File: src/rtl/mdio_mgmt_pkg.sv
package mdio_mgmt_pkg;

  localparam int FRAME_BITS = 64;
  localparam int PAYLOAD_W  = 16;
  localparam int FLD_W      = 5;
  localparam int TA_FIRST   = 46;
  localparam int DATA_FIRST = 48;

  typedef enum logic [1:0] {
    SEL_STATUS = 2'd0,
    SEL_CTRL   = 2'd1,
    SEL_ADDR   = 2'd2,
    SEL_DATA   = 2'd3
  } reg_sel_e;

  localparam logic [1:0] OP_WRITE   = 2'b01;
  localparam logic [1:0] OP_C22_RD  = 2'b10;
  localparam logic [1:0] OP_C45_RD  = 2'b11;
  localparam logic [1:0] OP_C45_ADR = 2'b00;

  function automatic logic [FRAME_BITS-1:0] build_frame(
    input logic                 ext_enc,
    input logic [1:0]           opcode,
    input logic [FLD_W-1:0]     port_f,
    input logic [FLD_W-1:0]     dev_f,
    input logic [PAYLOAD_W-1:0] payload
  );
    logic [1:0] st;
    st = ext_enc ? 2'b00 : 2'b01;
    return {32'hFFFF_FFFF, st, opcode, port_f, dev_f, 2'b10, payload};
  endfunction

endpackage

File: src/rtl/mdio_bit_timer.sv
module mdio_bit_timer #(
  parameter int MDC_DIV   = 40,
  parameter int HOLD_CLKS = 15
) (
  input  logic clk,
  input  logic rst_n,
  input  logic run,
  input  logic hold_en,
  output logic launch,
  output logic sample,
  output logic bit_end,
  output logic mdc
);
  localparam int PH_W = $clog2(MDC_DIV);
  localparam logic [PH_W-1:0] PH_LAST = PH_W'(MDC_DIV - 1);
  localparam logic [PH_W-1:0] PH_HALF = PH_W'(MDC_DIV / 2);
  localparam logic [PH_W-1:0] PH_HOLD = PH_W'(HOLD_CLKS);

  logic [PH_W-1:0] ph_q, ph_d;
  logic            mdc_q, mdc_d;
  logic [PH_W-1:0] launch_pt;

  assign launch_pt = hold_en ? PH_HOLD : '0;

  always_comb begin
    ph_d  = ph_q;
    if (!run)                ph_d = '0;
    else if (ph_q == PH_LAST) ph_d = '0;
    else                     ph_d = ph_q + 1'b1;
    mdc_d = run && (ph_q >= PH_HALF);
  end

  always_ff @(posedge clk or negedge rst_n) begin
    if (!rst_n) begin
      ph_q  <= '0;
      mdc_q <= 1'b0;
    end else begin
      ph_q  <= ph_d;
      mdc_q <= mdc_d;
    end
  end

  assign launch  = run && (ph_q == launch_pt);
  assign sample  = run && (ph_q == PH_HALF);
  assign bit_end = run && (ph_q == PH_LAST);
  assign mdc     = mdc_q;

  // MDC only rises on the clock that samples MDIO
  a_r10_rise_on_sample: assert property (@(posedge clk) disable iff (!rst_n)
    $rose(mdc_q) |-> $past(sample));

endmodule

File: src/rtl/mdio_frame_shifter.sv
module mdio_frame_shifter
  import mdio_mgmt_pkg::*;
(
  input  logic                  clk,
  input  logic                  rst_n,
  input  logic                  start,
  input  logic [FRAME_BITS-1:0] frame_in,
  input  logic                  is_read_in,
  input  logic                  launch,
  input  logic                  sample,
  input  logic                  bit_end,
  input  logic                  mdio_i,
  output logic                  busy,
  output logic                  done,
  output logic                  rd_err,
  output logic [PAYLOAD_W-1:0]  rd_value,
  output logic                  mdio_o,
  output logic                  mdio_oe
);
  localparam int BIT_W = $clog2(FRAME_BITS);
  localparam logic [BIT_W-1:0] B_LAST = BIT_W'(FRAME_BITS - 1);
  localparam logic [BIT_W-1:0] B_TA1  = BIT_W'(TA_FIRST);
  localparam logic [BIT_W-1:0] B_TA2  = BIT_W'(TA_FIRST + 1);
  localparam logic [BIT_W-1:0] B_DAT  = BIT_W'(DATA_FIRST);

  logic                  busy_q, busy_d;
  logic [BIT_W-1:0]      bit_q, bit_d;
  logic [FRAME_BITS-1:0] sh_q, sh_d;
  logic                  rd_q, rd_d;
  logic                  do_q, do_d;
  logic                  oe_q, oe_d;
  logic [PAYLOAD_W-1:0]  cap_q, cap_d;
  logic                  err_q, err_d;

  always_comb begin
    busy_d = busy_q;
    bit_d  = bit_q;
    sh_d   = sh_q;
    rd_d   = rd_q;
    do_d   = do_q;
    oe_d   = oe_q;
    cap_d  = cap_q;
    err_d  = err_q;
    if (start) begin
      busy_d = 1'b1;
      bit_d  = '0;
      sh_d   = frame_in;
      rd_d   = is_read_in;
      cap_d  = '0;
      err_d  = 1'b0;
    end else if (busy_q) begin
      if (launch) begin
        do_d = sh_q[FRAME_BITS-1];
        oe_d = !(rd_q && (bit_q >= B_TA1));
        sh_d = {sh_q[FRAME_BITS-2:0], 1'b1};
      end
      if (sample && rd_q) begin
        if (bit_q == B_TA2) err_d = mdio_i;
        if (bit_q >= B_DAT) cap_d = {cap_q[PAYLOAD_W-2:0], mdio_i};
      end
      if (bit_end) begin
        if (bit_q == B_LAST) begin
          busy_d = 1'b0;
          oe_d   = 1'b0;
          do_d   = 1'b1;
        end else begin
          bit_d = bit_q + 1'b1;
        end
      end
    end
  end

  always_ff @(posedge clk or negedge rst_n) begin
    if (!rst_n) begin
      busy_q <= 1'b0;
      bit_q  <= '0;
      sh_q   <= '0;
      rd_q   <= 1'b0;
      do_q   <= 1'b1;
      oe_q   <= 1'b0;
      cap_q  <= '0;
      err_q  <= 1'b0;
    end else begin
      busy_q <= busy_d;
      bit_q  <= bit_d;
      sh_q   <= sh_d;
      rd_q   <= rd_d;
      do_q   <= do_d;
      oe_q   <= oe_d;
      cap_q  <= cap_d;
      err_q  <= err_d;
    end
  end

  assign busy     = busy_q;
  assign done     = busy_q && bit_end && (bit_q == B_LAST);
  assign rd_err   = err_q;
  assign rd_value = cap_q;
  assign mdio_o   = do_q;
  assign mdio_oe  = oe_q;

  // the register file never launches over a running frame
  a_r2_start_only_idle: assert property (@(posedge clk) disable iff (!rst_n)
    start |-> !busy_q);

  // line released through turnaround and data of a read
  a_r6_release_tail: assert property (@(posedge clk) disable iff (!rst_n)
    (busy_q && rd_q && (bit_q > B_TA1)) |-> !oe_q);

  // master never drives between frames
  a_r1_quiet_idle: assert property (@(posedge clk) disable iff (!rst_n)
    !busy_q |-> !oe_q);

endmodule

File: src/rtl/mdio_mgmt_regs.sv
module mdio_mgmt_regs
  import mdio_mgmt_pkg::*;
(
  input  logic                  clk,
  input  logic                  rst_n,
  input  logic                  wr_en,
  input  logic [1:0]            addr,
  input  logic [15:0]           wdata,
  output logic [31:0]           rdata,
  input  logic                  busy,
  input  logic                  done,
  input  logic                  rd_err_in,
  input  logic [PAYLOAD_W-1:0]  rd_value_in,
  output logic                  start,
  output logic [FRAME_BITS-1:0] frame,
  output logic                  is_read,
  output logic                  hold_en
);
  logic                 ext_q, ext_d;
  logic                 hold_q, hold_d;
  logic [FLD_W-1:0]     port_q, port_d;
  logic [FLD_W-1:0]     dev_q, dev_d;
  logic [PAYLOAD_W-1:0] adr_q, adr_d;
  logic [PAYLOAD_W-1:0] dat_q, dat_d;
  logic                 err_q, err_d;
  logic                 rdop_q, rdop_d;
  logic                 accept;

  assign accept = wr_en && !busy;

  always_comb begin
    ext_d   = ext_q;
    hold_d  = hold_q;
    port_d  = port_q;
    dev_d   = dev_q;
    adr_d   = adr_q;
    dat_d   = dat_q;
    err_d   = err_q;
    rdop_d  = rdop_q;
    start   = 1'b0;
    is_read = 1'b0;
    frame   = '0;
    if (accept) begin
      unique case (reg_sel_e'(addr))
        SEL_STATUS: begin
          ext_d  = wdata[0];
          hold_d = wdata[1];
        end
        SEL_CTRL: begin
          port_d = wdata[9:5];
          dev_d  = wdata[4:0];
          if (wdata[15]) begin
            start   = 1'b1;
            is_read = 1'b1;
            frame   = build_frame(ext_q, ext_q ? OP_C45_RD : OP_C22_RD,
                                  wdata[9:5], wdata[4:0], {PAYLOAD_W{1'b1}});
          end
        end
        SEL_ADDR: begin
          adr_d = wdata;
          if (ext_q) begin
            start = 1'b1;
            frame = build_frame(1'b1, OP_C45_ADR, port_q, dev_q, wdata);
          end
        end
        SEL_DATA: begin
          dat_d = wdata;
          start = 1'b1;
          frame = build_frame(ext_q, OP_WRITE, port_q, dev_q, wdata);
        end
        default: ;
      endcase
    end
    if (start) begin
      err_d  = 1'b0;
      rdop_d = is_read;
    end
    if (done && rdop_q) begin
      err_d = rd_err_in;
      dat_d = rd_err_in ? {PAYLOAD_W{1'b1}} : rd_value_in;
    end
  end

  always_ff @(posedge clk or negedge rst_n) begin
    if (!rst_n) begin
      ext_q  <= 1'b0;
      hold_q <= 1'b0;
      port_q <= '0;
      dev_q  <= '0;
      adr_q  <= '0;
      dat_q  <= '0;
      err_q  <= 1'b0;
      rdop_q <= 1'b0;
    end else begin
      ext_q  <= ext_d;
      hold_q <= hold_d;
      port_q <= port_d;
      dev_q  <= dev_d;
      adr_q  <= adr_d;
      dat_q  <= dat_d;
      err_q  <= err_d;
      rdop_q <= rdop_d;
    end
  end

  always_comb begin
    unique case (reg_sel_e'(addr))
      SEL_STATUS: rdata = {28'd0, err_q, busy, hold_q, ext_q};
      SEL_CTRL:   rdata = {22'd0, port_q, dev_q};
      SEL_ADDR:   rdata = {16'd0, adr_q};
      SEL_DATA:   rdata = {busy, 15'd0, dat_q};
      default:    rdata = '0;
    endcase
  end

  assign hold_en = hold_q;

  // a flagged read always leaves all ones in the data register
  a_r7_err_ones: assert property (@(posedge clk) disable iff (!rst_n)
    err_q |-> (dat_q == {PAYLOAD_W{1'b1}}));

  // configuration untouched by writes issued while busy
  a_r9_cfg_frozen: assert property (@(posedge clk) disable iff (!rst_n)
    (busy && wr_en) |=> $stable({ext_q, hold_q, port_q, dev_q, adr_q}));

  // no launch request while the engine runs
  a_r9_no_start_busy: assert property (@(posedge clk) disable iff (!rst_n)
    busy |-> !start);

endmodule

File: src/rtl/mdio_mgmt_ctrl.sv
module mdio_mgmt_ctrl
  import mdio_mgmt_pkg::*;
#(
  parameter int MDC_DIV   = 40,
  parameter int HOLD_CLKS = 15
) (
  input  logic        clk,
  input  logic        rst_n,
  input  logic        reg_wr_en,
  input  logic [1:0]  reg_addr,
  input  logic [15:0] reg_wdata,
  output logic [31:0] reg_rdata,
  output logic        mdc,
  output logic        mdio_o,
  output logic        mdio_oe,
  input  logic        mdio_i
);
  logic [1:0]            rst_pipe_q;
  logic                  rst_core_n;
  logic                  start, is_read, hold_en;
  logic [FRAME_BITS-1:0] frame;
  logic                  busy, done, rd_err;
  logic [PAYLOAD_W-1:0]  rd_value;
  logic                  launch, sample, bit_end;

  always_ff @(posedge clk or negedge rst_n) begin
    if (!rst_n) rst_pipe_q <= 2'b00;
    else        rst_pipe_q <= {rst_pipe_q[0], 1'b1};
  end
  assign rst_core_n = rst_pipe_q[1];

  mdio_mgmt_regs u_regs (
    .clk         (clk),
    .rst_n       (rst_core_n),
    .wr_en       (reg_wr_en),
    .addr        (reg_addr),
    .wdata       (reg_wdata),
    .rdata       (reg_rdata),
    .busy        (busy),
    .done        (done),
    .rd_err_in   (rd_err),
    .rd_value_in (rd_value),
    .start       (start),
    .frame       (frame),
    .is_read     (is_read),
    .hold_en     (hold_en)
  );

  mdio_bit_timer #(.MDC_DIV(MDC_DIV), .HOLD_CLKS(HOLD_CLKS)) u_timer (
    .clk     (clk),
    .rst_n   (rst_core_n),
    .run     (busy),
    .hold_en (hold_en),
    .launch  (launch),
    .sample  (sample),
    .bit_end (bit_end),
    .mdc     (mdc)
  );

  mdio_frame_shifter u_shift (
    .clk        (clk),
    .rst_n      (rst_core_n),
    .start      (start),
    .frame_in   (frame),
    .is_read_in (is_read),
    .launch     (launch),
    .sample     (sample),
    .bit_end    (bit_end),
    .mdio_i     (mdio_i),
    .busy       (busy),
    .done       (done),
    .rd_err     (rd_err),
    .rd_value   (rd_value),
    .mdio_o     (mdio_o),
    .mdio_oe    (mdio_oe)
  );

endmodule

File: config.mk
export PLATFORM = sky130hd
export DESIGN_NAME = mdio_mgmt_ctrl
export DESIGN_NICKNAME = d
export VERILOG_FILES = /design/src/rtl/mdio_mgmt_pkg.sv /design/src/rtl/mdio_bit_timer.sv /design/src/rtl/mdio_frame_shifter.sv /design/src/rtl/mdio_mgmt_regs.sv /design/src/rtl/mdio_mgmt_ctrl.sv
export SDC_FILE = /design/constraint.sdc
export NUM_CORES = 1
export LEC_CHECK = 0
export ABC_AREA = 0
export ABC_CLOCK_PERIOD_IN_PS = 4320
export BUFFER_PORTS_ARGS = -buffer_cell sky130_fd_sc_hd__buf_2
export CAP_MARGIN = 0
export CORE_MARGIN = 3
export CORE_UTILIZATION = 54
export DETAILED_ROUTE_END_ITERATION = 8
export GPL_TIMING_DRIVEN = 0
export PLACE_DENSITY = 0.76
export SETUP_SLACK_MARGIN = 0.4
export SKIP_LAST_GASP = 1
export SLEW_MARGIN = 20
export SYNTH_ARGS = -nofsm -noshare
export SYNTH_HDL_FRONTEND = slang
export SYNTH_SLANG_ARGS = --single-unit
File: constraint.sdc
create_clock -name clk -period 4.32 [get_ports clk]
set_input_delay 0.432 -clock clk [delete_from_list [all_inputs] [get_ports clk]]
set_output_delay 0.432 -clock clk [all_outputs]
set_load 0.02 [all_outputs]
==> run_results.csv <==
group,metric,value,unit
clocking,cts_root_buffer,"clkbuf_16",
critical_path,start_kind,"flip-flop",
layout,antennaDiodeCount,0,
routing,ant_nets,0,
routing,totalWireLength,15.7,mm
timing,setup_violations,0,
floorplan,start_util,0.566,
pwr,powerDensity,670,nW/um2
timing,tns,0,ps
layout,fin_nets,744,
floorplan,die_h,120,um
critical_path,required,3890,ps
yosys,synth-main-ff-cell,"dfrtp_1",
flow_run,maxCapViolCount,0,
layout,multiInputGateArea,3000,um2
layout,final_cell_mix,"143 x dfrtp_1, 115 x nor2_1, 65 x buf_2",
routing,dr.pass1.iters,5,
timing,setup_ws,2010,ps
timing,fmax,432,MHz
clocking,cts.sinks,145,
critical_path,max_stage_delay,540,ps
clocking,cts_setup_buffers,0,
critical_path,worstSetupPathDepth,3,
yosys,yosys_warnings,0,
routing,route.met2.wl,7.63,mm
global_route,grt_max_degree,57,
clocking,numCtsBuffers,17,
critical_path,worst-path-buf-inv,2,
timing,min_period,2310,ps
layout,utilization,0.658,
pwr,finalPower,5.43,mW
floorplan,die_area,14300,um2
critical_path,path_max_fanout,10,
timing,finalHoldViolations,0,
routing,post_drt_wl_per_cell,17.5,um
routing,vias,5074,
routing,topRoutingLayerUsed,"met4",
clocking,htree_levels,4,
placement,gp_congestion,0.859,
floorplan,die_x,120,um
global_route,grt_pass1_vias,5197,
yosys,synth_edf_count,0,
routing,wl_met3,654,um
placement,io_buffer_count,41,
hold_path,holdCritPathClass,"primary input to flip-flop",
placement,place_ws,2050,ps
status,status,"completed",
hold_path,hold_path_depth,3,
routing,drt_iter0_drc,482,
yosys,yosysSeqAreaShare,0.521,
floorplan,io_pins,57,
floorplan,rows,40,
pwr,p_leak,3.79,nW
yosys,postSynthAreaPerCell,10.9,um2
routing,drc,0,
placement,dp_hpwl,10.8,mm
yosys,synth-seq-cells,145,
clocking,path_clk_slew,60,ps
critical_path,crit_chain,"clkbuf_1, mux4_2, buf_2",
pwr,vdd_ir_drop_max,0.000357,V
timing,skew,5.34,ps
clocking,cts_buffer_depth,2,
critical_path,crit_family,"multiplexers",
layout,syn2layout_area_growth,16.3,%
timing,grt_setup_unrepaired,"no",
critical_path,crit_type,"flip-flop to output pin",
yosys,synth_cells,641,
critical_path,endpoint_kind,"output pin",
routing,viasPerCell,5.65,
layout,nFillCells,960,
layout,final-seq-area,3630,um2
global_route,antenna_found_initial,0,
clocking,tritoncts,"yes",
timing,relSlewSlack,0.507,
global_route,grt_overflow,0,
yosys,yosys.cell_types.count,58,
timing,worst_slew_pin_slew,740,ps
timing,period_share,0.536,
layout,final_common_cell,"dfrtp_1",
critical_path,worstPathArrival,1880,ps
critical_path,rr_worst_depth,4,
global_route,groute.usage.overall,0.234,
critical_path,crit_slowest_cell,"mux4_2",
timing,drv_slew,0,
floorplan,core_area,12300,um2
routing,drt-met1-wl,7.05,mm
clocking,clk_latency,420,ps
yosys,synthArstFlopShare,1.00,
layout,drive_gt1_frac,0.204,
global_route,grt_pass1_wl,26.6,mm
yosys,netlist_area,6970,um2
Yosys cell counts, types with 3 or more instances:
| cell | n | area share |
|---|---|---|
| nor2_1 | 115 | 0.062 |
| nand3_1 | 40 | 0.029 |
| or3_1 | 4 | 0.0036 |
| xor2_1 | 3 | 0.0038 |
| buf_6 | 3 | 0.0048 |
| inv_1 | 6 | 0.0032 |
| buf_2 | 24 | 0.017 |
| o21ai_0 | 5 | 0.0036 |
| mux2_2 | 9 | 0.015 |
| clkbuf_1 | 15 | 0.0081 |
| o21ai_1 | 39 | 0.028 |
| a221o_1 | 25 | 0.036 |
| nor3_1 | 3 | 0.0022 |
| ha_1 | 4 | 0.0072 |
| a22o_1 | 7 | 0.0088 |
| mux2i_1 | 56 | 0.080 |
| dfrtp_1 | 144 | 0.52 |
| mux2_1 | 25 | 0.040 |
| a22oi_1 | 11 | 0.012 |
| nor2b_1 | 9 | 0.0081 |
| mux4_2 | 4 | 0.013 |
| nand2_1 | 17 | 0.0092 |
| buf_4 | 21 | 0.023 |
| a21oi_1 | 5 | 0.0036 |
| and2_1 | 4 | 0.0036 |
layer usage:
layer  GRT usage  vias up
met2       0.375      131
met5           0        -
li1            -     2406
met4      0.0974        0
met3      0.0401       33
met1       0.318     2504
where the power goes:
group	switching, mW	internal (mW)	total (mW)
combinational	0.853	0.709	1.56
clock	0.559	0.973	1.53
sequential	0.415	1.92	2.34
total	1.83	3.60	5.43
registers in the layout, summed over array words and instances, names as in the netlist:
signal	count
rst_pipe_q	2
u_regs.adr_q	16
u_regs.dat_q	16
u_regs.dev_q	5
u_regs.err_q	1
u_regs.ext_q	1
u_regs.hold_en	1
u_regs.port_q	5
u_shift.bit_q	6
u_shift.busy	1
u_shift.mdio_o	1
u_shift.mdio_oe	1
u_shift.rd_err	1
u_shift.rd_q	1
u_shift.rd_value	16
u_shift.sh_q	64
u_timer.mdc	1
u_timer.ph_q	6
kinds of logic (layout without fill, tap and decap cells):
kind of cell,Yosys count,count (layout),share of synthesized area
flops,145,145,0.521
fa+ha+maj,4,4,0.00718
mux,94,94,0.148
buf+inv,69,144,0.0560
xor+xnor,5,5,0.00629
compound gates,107,107,0.113
other cells,2,16,0.00108
simple gates,215,215,0.147
per-stage QoR:
| stage | instance area, um2 | instances | hold slack (ps) |
|---|---|---|---|
| CTS | 8110 | 898 | 276 |
| finish | 8110 | 898 | 277 |
| global route | 8110 | 898 | 284 |
| global placement | 7440 | 864 | 216 |
| floorplan | 7020 | 655 | 136 |
| detailed placement | 7490 | 866 | 218 |
timing repair:
item	CTS	global route
hold endpoints to repair	2	0
hold buffers	1	0
gates resized for setup	0	0
worst register-to-register path: cells and delay by family, from the launching register on:
family	cells	cell delay (ps)
and+or+nand+nor	2	610
DFF	1	450
buffers and inverters	1	320
muxes	1	360
final cells by class:
| class | count | share of cell area |
|---|---|---|
| buffer | 63 | 0.0454 |
| clock buffer | 20 | 0.0551 |
| clock inverter | 11 | 0.0201 |
| inverter | 6 | 0.00278 |
| multi-input combinational | 441 | 0.370 |
| sequential | 145 | 0.448 |
| tap | 168 | 0.0259 |
| timing repair buffer | 44 | 0.0324 |
worst paths after layout:
| kind | start | end | slack, ps |
|---|---|---|---|
| min in group asynchronous | rst_n | rst_pipe_q[1] | 310 |
| max | u_shift.busy | reg_rdata[2] | 2010 |
| min | mdio_i | u_shift.rd_value[0] | 280 |
| max reg2reg | u_shift.busy | u_regs.dev_q[0] | 2460 |
| min reg2reg | rst_pipe_q[0] | rst_pipe_q[1] | 360 |
| max in group asynchronous | rst_pipe_q[1] | u_shift.sh_q[40] | 2970 |
No activity file was read; power rests on OpenSTA's default activity.
